### src/rtl/irq_chain_pkg.sv
package irq_chain_pkg;
   // Which end of the channel vector wins arbitration
   typedef enum logic {
      ORDER_LOW_WINS  = 1'b0,
      ORDER_HIGH_WINS = 1'b1
   } prio_order_e;
endpackage

### src/rtl/irq_req_latch.sv
module irq_req_latch #(
   parameter int NUM_CH = 4
) (
   input  logic              clk,
   input  logic              rst_n,
   input  logic [NUM_CH-1:0] evt,
   input  logic [NUM_CH-1:0] ien,
   input  logic [NUM_CH-1:0] clr,
   output logic [NUM_CH-1:0] pend
);
   generate
      for (genvar g = 0; g < NUM_CH; g++) begin : g_ch
         always_ff @(posedge clk) begin
            if (!rst_n)
               pend[g] <= 1'b0;
            else if (evt[g] && ien[g])
               pend[g] <= 1'b1;
            else if (clr[g])
               pend[g] <= 1'b0;
         end
      end
   endgenerate
endmodule

### src/rtl/irq_prio_pick.sv
module irq_prio_pick
   import irq_chain_pkg::*;
#(
   parameter int          NUM_CH = 4,
   parameter prio_order_e ORDER  = ORDER_LOW_WINS,
   localparam int         CH_W   = (NUM_CH > 1) ? $clog2(NUM_CH) : 1
) (
   input  logic [NUM_CH-1:0] req,
   output logic [NUM_CH-1:0] win_oh,
   output logic [CH_W-1:0]   win_idx,
   output logic              any
);
   assign any = |req;

   generate
      if (ORDER == ORDER_LOW_WINS) begin : g_low
         always_comb begin
            win_oh  = '0;
            win_idx = '0;
            for (int i = NUM_CH - 1; i >= 0; i--) begin
               if (req[i]) begin
                  win_oh  = '0;
                  win_oh[i] = 1'b1;
                  win_idx = CH_W'(i);
               end
            end
         end
      end else begin : g_high
         always_comb begin
            win_oh  = '0;
            win_idx = '0;
            for (int i = 0; i < NUM_CH; i++) begin
               if (req[i]) begin
                  win_oh  = '0;
                  win_oh[i] = 1'b1;
                  win_idx = CH_W'(i);
               end
            end
         end
      end
   endgenerate
endmodule

### src/rtl/irq_svc_track.sv
module irq_svc_track #(
   parameter int  NUM_CH = 4,
   parameter int  VEC_W  = 8,
   localparam int CH_W   = (NUM_CH > 1) ? $clog2(NUM_CH) : 1
) (
   input  logic              clk,
   input  logic              rst_n,
   input  logic              take,
   input  logic [NUM_CH-1:0] win_oh,
   input  logic [CH_W-1:0]   win_idx,
   input  logic              reti,
   input  logic [VEC_W-1:0]  base,
   output logic              busy,
   output logic [VEC_W-1:0]  vec,
   output logic              vec_valid
);
   logic [NUM_CH-1:0] ins_q;
   logic [VEC_W-1:0]  vec_d;

   always_comb begin
      vec_d           = base;
      vec_d[CH_W:1]   = win_idx;
      vec_d[0]        = 1'b0;
   end

   always_ff @(posedge clk) begin
      if (!rst_n) begin
         ins_q     <= '0;
         vec       <= '0;
         vec_valid <= 1'b0;
      end else begin
         vec_valid <= take;
         if (take) begin
            ins_q <= win_oh;
            vec   <= vec_d;
         end else if (reti) begin
            ins_q <= '0;
         end
      end
   end

   assign busy = |ins_q;
endmodule

### src/rtl/irq_chain_ctrl.sv
module irq_chain_ctrl
   import irq_chain_pkg::*;
#(
   parameter int          NUM_CH = 4,
   parameter int          VEC_W  = 8,
   parameter prio_order_e ORDER  = ORDER_LOW_WINS
) (
   input  logic              clk,
   input  logic              rst_n,
   input  logic [NUM_CH-1:0] chan_evt_i,
   input  logic [NUM_CH-1:0] chan_ien_i,
   input  logic              ack_i,
   input  logic              reti_i,
   input  logic              iei_i,
   input  logic [VEC_W-1:0]  vec_base_i,
   output logic              int_n_o,
   output logic              ieo_o,
   output logic [VEC_W-1:0]  vec_o,
   output logic              vec_valid_o
);
   localparam int CH_W = (NUM_CH > 1) ? $clog2(NUM_CH) : 1;

   generate
      if (NUM_CH < 1) begin : g_bad_ch
         $error("NUM_CH must be at least 1");
      end
      if (VEC_W <= CH_W) begin : g_bad_vec
         $error("VEC_W must exceed the channel index width");
      end
   endgenerate

   logic [NUM_CH-1:0] pend;
   logic [NUM_CH-1:0] win_oh;
   logic [NUM_CH-1:0] clr;
   logic [CH_W-1:0]   win_idx;
   logic              any_pend;
   logic              busy;
   logic              take;

   assign take = ack_i && iei_i && any_pend && !busy;
   assign clr  = take ? win_oh : '0;

   irq_req_latch #(.NUM_CH(NUM_CH)) u_latch (
      .clk  (clk),
      .rst_n(rst_n),
      .evt  (chan_evt_i),
      .ien  (chan_ien_i),
      .clr  (clr),
      .pend (pend)
   );

   irq_prio_pick #(.NUM_CH(NUM_CH), .ORDER(ORDER)) u_pick (
      .req    (pend),
      .win_oh (win_oh),
      .win_idx(win_idx),
      .any    (any_pend)
   );

   irq_svc_track #(.NUM_CH(NUM_CH), .VEC_W(VEC_W)) u_svc (
      .clk      (clk),
      .rst_n    (rst_n),
      .take     (take),
      .win_oh   (win_oh),
      .win_idx  (win_idx),
      .reti     (reti_i),
      .base     (vec_base_i),
      .busy     (busy),
      .vec      (vec_o),
      .vec_valid(vec_valid_o)
   );

   assign int_n_o = !(any_pend && iei_i && !busy);
   assign ieo_o   = iei_i && !any_pend && !busy;
endmodule

### config.mk
export PLATFORM = sky130hd
export DESIGN_NAME = irq_chain_ctrl
export DESIGN_NICKNAME = d
export VERILOG_FILES = /design/src/rtl/irq_chain_pkg.sv /design/src/rtl/irq_req_latch.sv /design/src/rtl/irq_prio_pick.sv /design/src/rtl/irq_svc_track.sv /design/src/rtl/irq_chain_ctrl.sv
export SDC_FILE = /design/constraint.sdc
export NUM_CORES = 1
export LEC_CHECK = 0
export ABC_CLOCK_PERIOD_IN_PS = 1920
export BUFFER_PORTS_ARGS = -buffer_cell sky130_fd_sc_hd__clkbuf_2
export CORE_MARGIN = 1
export CORE_UTILIZATION = 44
export DETAILED_ROUTE_END_ITERATION = 8
export PLACE_DENSITY = 0.72
export SYNTH_ARGS = -nofsm -noshare
export SYNTH_HDL_FRONTEND = slang
export SYNTH_SLANG_ARGS = --single-unit
### constraint.sdc
create_clock -name clk -period 1.92 [get_ports clk]
set_clock_uncertainty 0.1 [all_clocks]
set_input_delay 0.288 -clock clk [delete_from_list [all_inputs] [get_ports clk]]
set_output_delay 0.288 -clock clk [all_outputs]
set_load 0.02 [all_outputs]
==> results.sh <==
export IMPL_worst_path_max_fanout=5
export IMPL_cts_resized=0
export IMPL_critical_path_buf_inv_count=1
export IMPL_ys_warn_count=0
export IMPL_synth_avg_cell_area_um2=8.83
export IMPL_start_kind="flip-flop"
export IMPL_diodes=0
export IMPL_path_clk_slew_ns=0.09
export IMPL_critPathCaptureType="primary output"
export IMPL_fin_crit_ns=1.86
export IMPL_cts_root_buf="clkbuf_4"
export IMPL_slew_violations=0
export IMPL_insertion_delay_ns=0.28
export IMPL_die_area_um2=1810
export IMPL_worstSetupPathType="flip-flop to primary output"
export IMPL_grt_ovfl_total=0
export IMPL_timing_final_crit_share=0.969
export IMPL_vias=663
export IMPL_gr_usage_all_layers=0.173
export IMPL_cts_sinks=16
export IMPL_slowest_stage="or4_4"
export IMPL_crit_chain="or4_4 -> nor2_1 -> clkbuf_2"
export IMPL_status="finished, final reports clean"
export IMPL_fillers=137
export IMPL_vias_per_cell=5.22
export IMPL_nets=133
export IMPL_rows=14
export IMPL_area_delta_synth_final_pct=24.9
export IMPL_fin_util=0.594
export IMPL_io_pins=32
export IMPL_routabilityCongestion=0.773
export IMPL_setup_viol=0
export IMPL_maxCapViolCount=0
export IMPL_fin_tns_setup_ns=0
export IMPL_cp_required_ns=1.53
export IMPL_yosysUniqueCellTypes=28
export IMPL_ir_worst_vdd_v=0.000436
export IMPL_dpl_hpwl_mm=1.06
export IMPL_antenna_found_initial=0
export IMPL_grt_max_degree=25
export IMPL_drtIter0Drc=20
export IMPL_ys_ff_latch=16
export IMPL_cts_setup_buffers=0
export IMPL_cts_buffer_depth=2
export IMPL_numPortBuffers=27
export IMPL_rsz0062_at_grt="no"
export IMPL_syn_nets=103
export IMPL_cp_top_family="simple AND/OR/NAND/NOR gates"
export IMPL_synth_edff_count=0
export IMPL_ant_nets=0
export IMPL_ys_seq_area_frac=0.442
export IMPL_first_pass_iters=5
export IMPL_postSynth_asyncResetShare=0
export IMPL_max_freq_ghz=0.537
export IMPL_cpPeakStageDelay_ns=0.55
export IMPL_p_leak_uw=0.000425
export IMPL_ys_flop_type="dfxtp_1"
export IMPL_cts_tree="done"
export IMPL_totalWireLength_mm=1.41
export IMPL_grt_pass1_wl_mm=2.41
export IMPL_power_density_nw_per_um2=775
export IMPL_synth_cells=82
export IMPL_cts_buffers=3
export IMPL_drive_gt1_frac=0.351
export IMPL_hp_class="input pin to flip-flop"
export IMPL_multiInputGateArea_um2=370
export IMPL_worstPathArrival_ns=1.47
export IMPL_drc=0
export IMPL_htreeDepth=1
export IMPL_wl_per_cell_um=11.1
export IMPL_ctsHoldBuffers=0
export IMPL_core_region_area_um2=1520
export IMPL_start_util=0.475
export IMPL_chipHeight_um=42.6
export IMPL_hold_viol=0
export IMPL_grt_pass1_vias=573
export IMPL_die_w_um=42.6
export IMPL_final_seq_area_um2=320
export IMPL_total_power_uw=701
export IMPL_synth_area_um2=724
-- registers in the layout, summed over array words and instances, names as in the netlist --
name / count
u_svc.vec: 7
u_svc.ins_q: 4
u_latch.pend: 4
u_svc.vec_valid: 1
-- logic make-up after synthesis --
kind of cell,synth area share
AO/OA/AOI/OAI,0.131
buffers and inverters,0.0466
flip-flops,0.442
multiplexers,0.0829
other,0.00518
AND/OR/NAND/NOR,0.292
-- stage by stage --
stage | instance area [µm²] | setup WS, ns | hold WS, ns | instances
2_1_floorplan | 724 | 0.367 | 0.318 | 82
3_3_place_gp | 861 | 0.308 | 0.342 | 122
3_5_place_dp | 861 | 0.306 | 0.356 | 122
4_1_cts | 897 | 0.0500 | 0.118 | 126
5_1_grt | 905 | 0.00321 | 0.129 | 127
6_report | 905 | 0.0593 | 0.125 | 127
-- worst reg2reg max path, cell delays in order, from the launching register on --
cell and delay (ns):
dfxtp_1 0.35, or4_4 0.56, and3_1 0.28, and2_2 0.24
-- cell usage after synthesis (2+ instances only) --
cell      number  area share
clkbuf_1       2       0.010
a21oi_1        2       0.014
o21ai_0        4       0.028
a21boi_0       2       0.021
nor2_1         3       0.016
nand2_1       19       0.098
nor2b_1        3       0.026
and3_1         2       0.017
dfxtp_1       16        0.44
mux2i_1        6       0.083
and2_2         2       0.021
inv_1          2       0.010
nand3_1        4       0.028
-- where the power goes --
| part | switching [µW] | total (µW) | internal (µW) |
|---|---|---|---|
| clock network | 104 | 220 | 115 |
| logic | 66.1 | 121 | 54.9 |
| registers | 12.6 | 360 | 347 |
| total | 183 | 701 | 518 |
-- per-layer routing --
metal  vias up  wire length [µm]  part of all wire  track usage
li1        340                 -                 -            -
met1       301               683              0.48        0.245
met2        20               648              0.46        0.246
met3         2                61             0.043       0.0302
met4         0                17             0.012       0.0938
met5         -                 0                 0            0
-- final cells by class --
class                      instances  share of cell area
tap                               16              0.0221
sequential                        16               0.354
inverter                           2             0.00830
multi-input combinational         60               0.409
timing repair buffer              29               0.166
clock buffer                       4              0.0401
-- final timing paths --
kind                                       from              end  slack, ns  depth (start not counted)
worst max register to register  u_latch.pend[1]  u_svc.vec_valid       0.30                          3
worst min-delay path              vec_base_i[7]     u_svc.vec[7]       0.12                          3
worst min register to register     u_svc.vec[1]     u_svc.vec[1]       0.36                          2
worst max-delay path            u_latch.pend[1]            ieo_o       0.06                          3
-- cells in the final DEF (no fill, tap or decap), drive strengths merged --
cell    netlist  final
or4           2      2
nor2b         3      3
and3          2      2
inv           2      2
o21a          1      1
o211ai        1      1
a21oi         2      2
and4          1      1
a21o          1      1
o221a         1      1
buf           2      2
a32oi         1      1
nand3b        1      1
mux2i         6      6
nand3         4      4
a21boi        2      2
clkbuf        2     31
dfxtp        16     16
nor3          1      1
o31ai         1      1
o21ai         4      4
and2          2      2
nor2          3      3
nor4          1      1
conb          1      1
nand2        19     19
Power figures use the tool's default switching activity.
